## config.mk

```make
export PLATFORM = sky130hd
export DESIGN_NAME = dma_chan_seq
export DESIGN_NICKNAME = d
export VERILOG_FILES = /design/src/rtl/dma_seq_pkg.sv /design/src/rtl/dma_seq_dpath.sv /design/src/rtl/dma_seq_ctrl.sv /design/src/rtl/dma_chan_seq.sv
export SDC_FILE = /design/constraint.sdc
export NUM_CORES = 1
export LEC_CHECK = 0
export ABC_CLOCK_PERIOD_IN_PS = 13000
export BUFFER_PORTS_ARGS = -buffer_cell sky130_fd_sc_hd__buf_2
export CORE_MARGIN = 10
export CORE_UTILIZATION = 65
export DETAILED_ROUTE_END_ITERATION = 6
export GPL_TIMING_DRIVEN = 1
export PLACE_DENSITY = 0.86
export SETUP_SLACK_MARGIN = 0.02
export SYNTH_ARGS = -nofsm -noshare
export SYNTH_HDL_FRONTEND = slang
export SYNTH_SLANG_ARGS = --single-unit
```

## constraint.sdc

```tcl
create_clock -name clk -period 13 [get_ports clk]
set_clock_uncertainty 0.2 [all_clocks]
set_input_delay 0 -clock clk [delete_from_list [all_inputs] [get_ports clk]]
set_output_delay 0 -clock clk [all_outputs]
set_load 0.1 [all_outputs]
```

## src/rtl/dma_seq_pkg.sv

```systemverilog
package dma_seq_pkg;

  localparam int REG_SRC  = 0;
  localparam int REG_DST  = 1;
  localparam int REG_SIZE = 2;
  localparam int REG_TOT  = 3;
  localparam int REG_OFS  = 4;
  localparam int REG_CTRL = 5;
  localparam int REG_VEC  = 6;

  typedef enum logic [1:0] {SRC_AUTO = 2'd0, SRC_ONCHIP = 2'd1, SRC_EXT = 2'd2, SRC_NONE = 2'd3} reqSrc_e;
  typedef enum logic [1:0] {MODE_NORMAL = 2'd0, MODE_REPEAT = 2'd1, MODE_BLOCK = 2'd2, MODE_RSVD = 2'd3} xferMode_e;
  typedef enum logic [1:0] {STEP_FIXED = 2'd0, STEP_INC = 2'd1, STEP_DEC = 2'd2, STEP_RSVD = 2'd3} stepMode_e;

  typedef struct packed {
    logic      limitEn;
    logic      offsetEn;
    logic      devIsDst;
    logic      single;
    stepMode_e dstStep;
    stepMode_e srcStep;
    logic [1:0] unit;
    xferMode_e mode;
    reqSrc_e   src;
  } chanCfg_t;

  typedef struct packed {
    logic step;
    logic reload;
  } seqStrobe_t;

endpackage

```

## src/rtl/dma_seq_dpath.sv

```systemverilog
module dma_seq_dpath
  import dma_seq_pkg::*;
#(
  parameter int AW    = 32,
  parameter int CNT_W = 16,
  parameter int VEC_W = 8,
  parameter int RA_W  = 3
) (
  input  logic             clk,
  input  logic             rstN,
  input  logic             wrEn,
  input  logic [RA_W-1:0]  wrAddr,
  input  logic [AW-1:0]    wrData,
  input  logic [RA_W-1:0]  rdAddr,
  output logic [AW-1:0]    rdData,
  input  seqStrobe_t       strb,
  input  logic             enable,
  output chanCfg_t         cfg,
  output logic [VEC_W-1:0] vecSel,
  output logic             blkLast,
  output logic             totLast,
  output logic [AW-1:0]    srcAddr,
  output logic [AW-1:0]    dstAddr
);

  localparam int CFG_W = $bits(chanCfg_t);

  logic [AW-1:0]    srcInit, dstInit, totRem, offsetReg;
  logic [CNT_W-1:0] sizeInit, blkRem;
  logic [AW-1:0]    unitBytes, delta;
  logic             srcIsDev, dstIsDev;
  logic             srcWr, dstWr;

  assign srcWr = wrEn && (wrAddr == RA_W'(REG_SRC));
  assign dstWr = wrEn && (wrAddr == RA_W'(REG_DST));

  always_comb begin
    case (cfg.unit)
      2'd0:    unitBytes = AW'(1);
      2'd1:    unitBytes = AW'(2);
      default: unitBytes = AW'(4);
    endcase
  end

  assign delta    = cfg.offsetEn ? offsetReg : unitBytes;
  assign srcIsDev = cfg.single && !cfg.devIsDst;
  assign dstIsDev = cfg.single && cfg.devIsDst;
  assign blkLast  = (blkRem == '0);
  assign totLast  = cfg.limitEn && (totRem < unitBytes);

  function automatic logic [AW-1:0] stepAddr(input logic [AW-1:0] a, input stepMode_e m,
                                              input logic [AW-1:0] d);
    case (m)
      STEP_INC: stepAddr = a + d;
      STEP_DEC: stepAddr = a - d;
      default:  stepAddr = a;
    endcase
  endfunction

  always_ff @(posedge clk or negedge rstN) begin
    if (!rstN) begin
      srcInit   <= '0;
      dstInit   <= '0;
      srcAddr   <= '0;
      dstAddr   <= '0;
      sizeInit  <= '0;
      blkRem    <= '0;
      totRem    <= '0;
      offsetReg <= '0;
      cfg       <= '0;
      vecSel    <= '0;
    end else begin
      if (strb.step) begin
        if (strb.reload) begin
          srcAddr <= srcInit;
          dstAddr <= dstInit;
        end else begin
          if (!srcIsDev) srcAddr <= stepAddr(srcAddr, cfg.srcStep, delta);
          if (!dstIsDev) dstAddr <= stepAddr(dstAddr, cfg.dstStep, delta);
        end
        blkRem <= blkLast ? sizeInit : blkRem - 1'b1;
        if (cfg.limitEn) totRem <= totRem - unitBytes;
      end
      if (wrEn) begin
        case (int'(wrAddr))
          REG_SRC:  begin srcInit <= wrData; srcAddr <= wrData; end
          REG_DST:  begin dstInit <= wrData; dstAddr <= wrData; end
          REG_SIZE: begin sizeInit <= wrData[CNT_W-1:0]; blkRem <= wrData[CNT_W-1:0]; end
          REG_TOT:  totRem <= wrData;
          REG_OFS:  offsetReg <= wrData;
          REG_CTRL: cfg <= chanCfg_t'(wrData[CFG_W:1]);
          REG_VEC:  vecSel <= wrData[VEC_W-1:0];
          default:  ;
        endcase
      end
    end
  end

  always_comb begin
    case (int'(rdAddr))
      REG_SRC:  rdData = srcAddr;
      REG_DST:  rdData = dstAddr;
      REG_SIZE: rdData = AW'(blkRem);
      REG_TOT:  rdData = totRem;
      REG_OFS:  rdData = offsetReg;
      REG_CTRL: rdData = AW'({cfg, enable});
      REG_VEC:  rdData = AW'(vecSel);
      default:  rdData = '0;
    endcase
  end

  AST_FIXED_SRC_HOLDS: assert property (@(posedge clk) disable iff (!rstN)
    (strb.step && !strb.reload && cfg.srcStep == STEP_FIXED && !srcWr && !wrEn) |=> $stable(srcAddr))
    else $error("fixed source address moved");

  AST_ADDR_IDLE_STABLE: assert property (@(posedge clk) disable iff (!rstN)
    (!strb.step && !srcWr && !dstWr) |=> ($stable(srcAddr) && $stable(dstAddr)))
    else $error("address changed without a transfer");

  AST_DEV_SIDE_FROZEN: assert property (@(posedge clk) disable iff (!rstN)
    (strb.step && !strb.reload && srcIsDev && !wrEn) |=> $stable(srcAddr))
    else $error("device-side address stepped");

endmodule

```

## src/rtl/dma_seq_ctrl.sv

```systemverilog
module dma_seq_ctrl
  import dma_seq_pkg::*;
#(
  parameter int VEC_W = 8
) (
  input  logic             clk,
  input  logic             rstN,
  input  chanCfg_t         cfg,
  input  logic [VEC_W-1:0] vecSel,
  input  logic             ctrlWr,
  input  logic             ctrlWrEn,
  input  logic             irqValid,
  input  logic [VEC_W-1:0] irqVector,
  input  logic             extReq,
  input  logic             busAck,
  input  logic             blkLast,
  input  logic             totLast,
  output logic             busReq,
  output logic             dackOut,
  output logic             done,
  output logic             enable,
  output seqStrobe_t       strb
);

  typedef enum logic [1:0] {ST_IDLE, ST_WAIT, ST_XFER} seqState_e;
  seqState_e state;
  logic trig, ackNow, endRun;

  always_comb begin
    case (cfg.src)
      SRC_AUTO:   trig = 1'b1;
      SRC_ONCHIP: trig = irqValid && (vecSel != '0) && (irqVector == vecSel);
      SRC_EXT:    trig = extReq;
      default:    trig = 1'b0;
    endcase
  end

  assign busReq      = (state == ST_XFER);
  assign dackOut     = busReq && cfg.single;
  assign ackNow      = busReq && busAck;
  assign strb.step   = ackNow;
  assign strb.reload = ackNow && (cfg.mode == MODE_REPEAT) && blkLast;
  assign endRun      = ackNow && totLast;

  always_ff @(posedge clk or negedge rstN) begin
    if (!rstN) begin
      state  <= ST_IDLE;
      enable <= 1'b0;
      done   <= 1'b0;
    end else begin
      done <= endRun;
      if (ctrlWr)      enable <= ctrlWrEn;
      else if (endRun) enable <= 1'b0;
      case (state)
        ST_IDLE: if (enable) state <= ST_WAIT;
        ST_WAIT: begin
          if (!enable)   state <= ST_IDLE;
          else if (trig) state <= ST_XFER;
        end
        ST_XFER: begin
          if (busAck) begin
            if (totLast || !enable)                        state <= ST_IDLE;
            else if (cfg.mode == MODE_BLOCK && !blkLast)   state <= ST_XFER;
            else                                           state <= ST_WAIT;
          end
        end
        default: state <= ST_IDLE;
      endcase
    end
  end

  AST_REQ_HOLD: assert property (@(posedge clk) disable iff (!rstN)
    (busReq && !busAck) |=> busReq)
    else $error("request dropped before acknowledge");

  AST_DONE_ONE_CYCLE: assert property (@(posedge clk) disable iff (!rstN)
    done |=> !done)
    else $error("done longer than one cycle");

  AST_DONE_AFTER_ACK: assert property (@(posedge clk) disable iff (!rstN)
    $rose(done) |-> $past(busReq && busAck))
    else $error("done without a final acknowledge");

  AST_VEC_ZERO_BLOCKS: assert property (@(posedge clk) disable iff (!rstN)
    (state == ST_WAIT && cfg.src == SRC_ONCHIP && vecSel == '0) |=> !busReq)
    else $error("zero vector select started a transfer");

  AST_BLOCK_CONTINUES: assert property (@(posedge clk) disable iff (!rstN)
    (ackNow && cfg.mode == MODE_BLOCK && !blkLast && !totLast && enable && !ctrlWr) |=> busReq)
    else $error("block stopped early");

endmodule

```

## src/rtl/dma_chan_seq.sv

```systemverilog
module dma_chan_seq
  import dma_seq_pkg::*;
#(
  parameter int AW    = 32,
  parameter int CNT_W = 16,
  parameter int VEC_W = 8,
  parameter int RA_W  = 3
) (
  input  logic             clk,
  input  logic             rstN,
  input  logic             wrEn,
  input  logic [RA_W-1:0]  wrAddr,
  input  logic [AW-1:0]    wrData,
  input  logic [RA_W-1:0]  rdAddr,
  output logic [AW-1:0]    rdData,
  input  logic             irqValid,
  input  logic [VEC_W-1:0] irqVector,
  input  logic             extReq,
  output logic             busReq,
  input  logic             busAck,
  output logic [AW-1:0]    busSrcAddr,
  output logic [AW-1:0]    busDstAddr,
  output logic [1:0]       busSize,
  output logic             dackOut,
  output logic             done
);

  chanCfg_t         cfg;
  seqStrobe_t       strb;
  logic [VEC_W-1:0] vecSel;
  logic             blkLast, totLast, enable, ctrlWr;

  assign ctrlWr  = wrEn && (wrAddr == RA_W'(REG_CTRL));
  assign busSize = cfg.unit;

  dma_seq_dpath #(.AW(AW), .CNT_W(CNT_W), .VEC_W(VEC_W), .RA_W(RA_W)) uDpath (
    .clk(clk), .rstN(rstN), .wrEn(wrEn), .wrAddr(wrAddr), .wrData(wrData),
    .rdAddr(rdAddr), .rdData(rdData), .strb(strb), .enable(enable), .cfg(cfg),
    .vecSel(vecSel), .blkLast(blkLast), .totLast(totLast),
    .srcAddr(busSrcAddr), .dstAddr(busDstAddr)
  );

  dma_seq_ctrl #(.VEC_W(VEC_W)) uCtrl (
    .clk(clk), .rstN(rstN), .cfg(cfg), .vecSel(vecSel), .ctrlWr(ctrlWr),
    .ctrlWrEn(wrData[0]), .irqValid(irqValid), .irqVector(irqVector),
    .extReq(extReq), .busAck(busAck), .blkLast(blkLast), .totLast(totLast),
    .busReq(busReq), .dackOut(dackOut), .done(done), .enable(enable), .strb(strb)
  );

endmodule

```

Yosys cells after proc, flatten, opt, wreduce, memory -nomap -nowiden
Cells that the tools add are included.
- memories: 0
- RAM bits: 0
- flip-flop bits (word level): 250
- output and inout port bits: 101
- memory bits (read-only): 0
- latch bits: 0
- bitwise gates (word level): 0
- $add $sub $neg: 6
- reductions and logical operators: 31
- order comparisons: 1
- equal/unequal tests: 27
- multiply operators: 0
- div/mod/pow operators: 0
- shift-type cells: 0
- multiplexer cells: 33
- operators by type and width (operator ; count):
    32-bit 2-to-1 mux ; 15
    32-bit one-hot mux with 7 select lines ; 1
    32-bit one-hot mux with 2 select lines ; 2
    32-bit adder ; 2
    16-bit 2-to-1 mux ; 4
    32-bit subtractor ; 2
    32-bit by 3-bit less-than comparator with 1-bit output ; 1
    32-bit by 3-bit subtractor with 32-bit output ; 1
    3-bit == test, second input constant ; 6
    16-bit zero test ; 1
    16-bit by 1-bit subtractor with 16-bit output, second input constant ; 1
    2-bit by 1-bit == test with 1-bit output, second input constant ; 6
    3-bit by 2-bit == test with 1-bit output, second input constant ; 4
    1-bit logical AND ; 12
    2-bit 2-to-1 mux ; 6
    2-bit AND reduction ; 6
    2-bit == test, second input constant ; 5
    8-bit == test ; 1
    8-bit nonzero test ; 1
    3-bit by 1-bit == test with 1-bit output, second input constant ; 2
    2-bit zero test ; 3
    3-bit zero test ; 2
    2-bit one-hot mux with 3 select lines ; 1
    3-bit one-hot mux with 2 select lines ; 1
    other kinds (9) ; 12

Longest topological paths before layout
- depth after elaboration: 10
- gate-level depth with buffers: 26
- gate-level depth less buffers: 23

Modules after synthesis
Synthesis repeated with hierarchy kept, for this count alone.
- cells, all modules: 2231
- area, all modules: 17913.4 um2
- modules (own cells, without submodules) (module ; cells an instance ; area an instance (um2) ; instances ; seq. area each (um2)):
    dma_seq_dpath ; 2190 ; 17563.1 ; 1 ; 6155.9
    dma_seq_ctrl ; 40 ; 340.3 ; 1 ; 100.1
    dma_chan_seq ; 1 ; 10.0 ; 1 ; 0.0

Least setup slack after synthesis
OpenSTA, ideal clock, no wires.
- path kind: register -> register
- start point: register uDpath.cfg[12] (netlist name)
- end point: register uDpath.dstAddr[31]
- cell stages (with the launch flop): 27
- arrival time: 5222 ps
- setup slack: 7457 ps
- clock period less this slack: 5543 ps
- cells stage by stage: dfrtp_1 -> buf_1 -> clkbuf_1 -> clkbuf_1 -> buf_1 -> nand2_1 -> o31ai_1 -> inv_1 -> ha_1 -> o21ai_1 -> a21o_1 -> nor2_1 -> o21ai_0 -> o31ai_1 -> a21oi_1 -> ha_1 -> buf_2 -> a211oi_1 -> nor2_1 -> o31ai_2 -> a31oi_1 -> o41ai_4 -> o211ai_4 -> a41oi_1 -> a21oi_1 -> or3b_1 -> a22o_1
- cells in the longest elaborated chain, start to end: 8
- elaborated cells on any way between the ends: 9
- those cells by class: 2 x add/sub; 7 x mux
- RTL lines (element ; line ; RTL):
    32-bit 2-to-1 mux * ; dma_seq_dpath.sv:45 ; assign delta = cfg.offsetEn ? offsetReg : unitBytes;
    32-bit subtractor or 32-bit adder (tied branches) ; dma_seq_dpath.sv:55, dma_seq_dpath.sv:54 ;
    32-bit one-hot mux with 2 select lines * ; dma_seq_dpath.sv:53 ; case (m)
    32-bit 2-to-1 mux * ; dma_seq_dpath.sv:79 ; if (!dstIsDev) dstAddr <= stepAddr(dstAddr, cfg.dstStep, delta);
    32-bit 2-to-1 mux * ; dma_seq_dpath.sv:74 ; if (strb.reload) begin
    32-bit 2-to-1 mux * ; dma_seq_dpath.sv:73 ; if (strb.step) begin
    32-bit 2-to-1 mux ; dma_seq_dpath.sv:85 ; case (int'(wrAddr))
    32-bit 2-to-1 mux * ; dma_seq_dpath.sv:84 ; if (wrEn) begin
    end signal, assigned ; dma_seq_dpath.sv:76 ; dstAddr <= dstInit;
    end signal, assigned ; dma_seq_dpath.sv:79 ;
    end signal, assigned ; dma_seq_dpath.sv:87 ; REG_DST: begin dstInit <= wrData; dstAddr <= wrData; end
    end, declared ; dma_seq_dpath.sv:23 ; output logic [AW-1:0] dstAddr
Every way passes the cells marked *; elsewhere a longest branch is shown, timed or not.
A chain may end at the register's enable or synchronous reset.

Worst setup path after layout
- start point: register uDpath.cfg[12] (netlist name)
- end point: register uDpath.dstAddr[31]
- cells in the longest elaborated chain, start to end: 8
- elaborated cells on any way between the ends: 9
- those cells by class: 2 x add/sub; 7 x mux
- RTL lines (element ; line):
    32-bit 2-to-1 mux * ; dma_seq_dpath.sv:45
    32-bit subtractor or 32-bit adder (tied branches) ; dma_seq_dpath.sv:55, dma_seq_dpath.sv:54
    32-bit one-hot mux with 2 select lines * ; dma_seq_dpath.sv:53
    32-bit 2-to-1 mux * ; dma_seq_dpath.sv:79
    32-bit 2-to-1 mux * ; dma_seq_dpath.sv:74
    32-bit 2-to-1 mux * ; dma_seq_dpath.sv:73
    32-bit 2-to-1 mux ; dma_seq_dpath.sv:85
    32-bit 2-to-1 mux * ; dma_seq_dpath.sv:84
Marked as above.

==> flow_summary.toml <==
[pwr]
sw_frac_of_total_pct = 54.0
p_total_mw = 5.60
ir_worst_vdd_v = 0.000202
clkPwrFrac_pct = 15.2
p_int_mw = 2.58
powerDensity_nw_per_um2 = 283
power.leakage_nw = 9.00
power_switching_mw = 3.03
combPwrFrac_pct = 60.0
seqPwrFrac_pct = 24.8

[global_route]
grt_pass1_wl_um = 94800
grt_antenna_before_repair = 2
grt_pass1_vias = 16700
grt_max_degree = 176
grtUsageTotal_pct = 35.4
grt-ovfl-total = 0

[min_path]
min_path_type = "in -> reg"
hold_path_end = "uDpath.srcInit[14]"
hold_depth = 5
worstHoldStart = "wrAddr[0]"

[finish]
seq_area_um2 = 6260
finalNetCount = 2367
area_growth_pct = 12.6
fillers = 2006
final_core_util_pct = 73.8
multiInputGateArea_um2 = 10600
final_cell_area_um2 = 19800
drive_gt1_share_pct = 14.0
n_antenna_cell = 0

[placement]
placed_area_um2 = 18400
place.gp.congestion = 0.996
dpl.hpwl_um = 43500
port_buffers = 152
place_ws_ns = 7.45

[floorplanning]
floorplan.initialDensity_pct = 65.6
core-area_um2 = 26800
die_area_um2 = 34000
rows = 60
die_x_um = 184
io_pins = 153
die_y_um = 184

[clock_network]
cts_max_level = 1
clockRootBuffer = "clkbuf_16"
worstSkewPairLatency_ns = 0.58
tritoncts = "yes"
cts_made_buffers = 28
cts.sinks = 250
clock_path_buffers = 3
post_cts_buffers = 0
post_cts_resized = 0
holdBufCountCts = 40
clk_pin_slew_worst_paths_ns = 0.07

[sta]
setup_viol_count_final = 0
tightest_slew_ns = 1.21
timing.fmax_ghz = 0.173
finalCriticalPeriod_ns = 5.76
rsz0062_at_grt = "false"
fin_tns_setup_ns = 0
finalMaxSlewViolations = 0
relSlewSlack_pct = 19.6
hold_viol_final = 0
setup_ws_ns = 7.24
timing.final.crit_share_pct = 44.3

[critical_path]
path_max_fanout = 86
end_kind = "flip-flop"
critPathRequiredTime_ns = 13.26
r2r_end = "uDpath.dstAddr[31]"
reg2reg_from = "uDpath.cfg[12]"
crit_family = "compound AO/OA/AOI/OAI gates"
path_buf_inv = 2
critPathLaunchType = "flip-flop"
worstPathArrival_ns = 6.03
max_stage_delay_ns = 0.54
worstPathCellList = "buf_4 > o31ai_1 > inv_1 > ha_1 > o21ai_1 > a21o_1 > nor2_1 > o21ai_0 > o31ai_1 > a21oi_1 > ha_1 > a211oi_1 > nor2_1 > o31ai_2 > a31oi_1 > o41ai_4 > o211ai_4 > a41oi_1 > a21oi_1 > or3b_1 > a22o_1"
slowest_stage = "o31ai_1"
r2r_cells = 21
regToRegSetupSlack_ns = 7.24
crit_type = "reg -> reg"

[synthesis]
synth.distinct_cells = 90
avgSynthCellArea_um2 = 8.23
ys_warn_count = 0
synth-seq-cells = 250
netlist_area_um2 = 17600
async_flop_share_pct = 100
synth_edf_count = 0
syn_inst = 2135
synth_nets = 2259
synthFlopType = "dfrtp_1"
ys_seq_area_share_pct = 35.6

[routing]
first_iter_violations = 2574
vias = 17800
wl_um = 61600
wire_per_inst_um = 23.6
drt-vias-per-instance = 6.81
drc_errors = 27
antenna_left = 0
firstDrtPassIters = 7

[status]
failed_checks = "design-rule violations"
status = "finished with violations"

[flow_run]
maxCapViolCount = 0
cell families after synthesis:
| kind of cell | Yosys count | share of synthesized area [%] |
|---|---|---|
| xor gates and xnor gates | 115 | 5.84 |
| DFF | 250 | 35.6 |
| AOI/OAI and AO/OA | 637 | 23.8 |
| adders and majority gates | 72 | 5.25 |
| muxes | 86 | 5.57 |
| buffers and inverters | 174 | 4.15 |
| and+or+nand+nor | 801 | 19.8 |
registers in the layout, summed over array words and instances (netlist names):
| register | cells |
|---|---|
| uDpath.offsetReg | 32 |
| uCtrl.enable | 1 |
| uDpath.totRem | 32 |
| uCtrl.state | 2 |
| uDpath.dstInit | 32 |
| uDpath.vecSel | 8 |
| uDpath.srcAddr | 32 |
| uDpath.srcInit | 32 |
| uDpath.dstAddr | 32 |
| uCtrl.done | 1 |
| uDpath.cfg | 14 |
| uDpath.sizeInit | 16 |
| uDpath.blkRem | 16 |
tightest hold or removal path: stages:
cell,delay [ns]
buf_2,0.19
nor3_2,0.07
buf_4,0.28
nand2_1,0.13
nand2_1,0.05
cell usage after synthesis (7+ instances only):
cell type	n	area [µm²]
nor2b_1	17	106
nand2b_1	25	156
dfrtp_1	250	6260
nor2_1	211	792
o22ai_1	23	144
o21bai_1	13	97.6
a221oi_1	14	123
a222oi_1	7	70.1
o21ai_1	19	95.1
nor3_1	42	210
o21ai_0	119	596
a211oi_1	10	75.1
a21o_1	36	270
o22a_1	18	158
buf_1	15	56.3
or3_1	7	43.8
o211ai_1	11	82.6
ha_1	69	863
and2_1	13	81.3
xor2_1	48	420
buf_2	10	50.1
o21a_1	12	90.1
and3_1	9	56.3
a21oi_1	179	896
inv_1	41	154
clkbuf_1	95	357
o221ai_1	28	245
xnor2_1	66	578
nand2_1	395	1480
mux2i_1	19	190
nor4_1	11	68.8
or4_1	8	60.1
mux2_2	64	721
o31ai_1	26	195
a22oi_1	54	405
a31oi_1	23	144
nand3_1	30	150
power by group through the flow:
stage | clock, mW | combinational, mW | sequential, mW
3_5_place_dp | 0 | 3.26 | 1.36
6_report | 0.853 | 3.36 | 1.39
5_1_grt | 0.884 | 3.59 | 1.40
4_1_cts | 0.853 | 3.30 | 1.36
2_1_floorplan | 0 | 1.99 | 1.86
3_3_place_gp | 0 | 3.20 | 1.36
routing by layer:
metal	part of all wire, %	GRT usage [%]
met1	39	49.2
met2	43	51.8
met3	14	9.67
met4	3.5	12.4
met5	0	0
cell usage in the layout (no fill, tap or decap), types with 17 or more instances in the layout:
| cell type | count |
|---|---|
| nand2_1 | 393 |
| dfrtp_1 | 249 |
| nor2_1 | 211 |
| a21oi_1 | 179 |
| buf_2 | 151 |
| o21ai_0 | 119 |
| ha_1 | 67 |
| xnor2_1 | 66 |
| mux2_2 | 64 |
| a22oi_1 | 54 |
| xor2_1 | 48 |
| inv_1 | 41 |
| dlygate4sd3_1 | 39 |
| nor3_1 | 38 |
| a21o_1 | 36 |
| nand3_1 | 29 |
| o221ai_1 | 28 |
| clkbuf_16 | 28 |
| o31ai_1 | 26 |
| nand2b_1 | 25 |
| o22ai_1 | 23 |
| a31oi_1 | 23 |
| mux2i_1 | 19 |
| o21ai_1 | 19 |
| o22a_1 | 18 |
| nor2b_1 | 17 |
metrics by stage:
| step | std cells | hold WS [ns] |
|---|---|---|
| after floorplan | 2135 | -0.496 |
| after global placement | 2514 | -0.204 |
| after detailed placement | 2514 | -0.202 |
| after CTS | 2606 | 0.00726 |
| after global routing | 2606 | 0.0636 |
| final | 2606 | 0.0328 |
worst max path at each step:
stage	from	endpoint	cells past startpoint
finish	uDpath.cfg[12]	uDpath.dstAddr[31]	21
global route	uDpath.cfg[12]	uDpath.dstAddr[31]	21
CTS	uDpath.cfg[12]	uDpath.dstAddr[31]	21
detailed placement	uDpath.cfg[12]	uDpath.srcAddr[31]	21
global placement	uDpath.cfg[12]	uDpath.dstAddr[31]	21
floorplan	uDpath.cfg[12]	uDpath.dstAddr[31]	26
layout make-up:
class,count,area share [%]
Multi-Input combinational cell,1711,53.7
Sequential cell,250,31.6
Timing Repair Buffer,209,6.71
Clock buffer,39,4.05
Tap cell,341,2.16
Clock inverter,13,0.936
Inverter,43,0.816
Power figures use the tool's default switching activity.
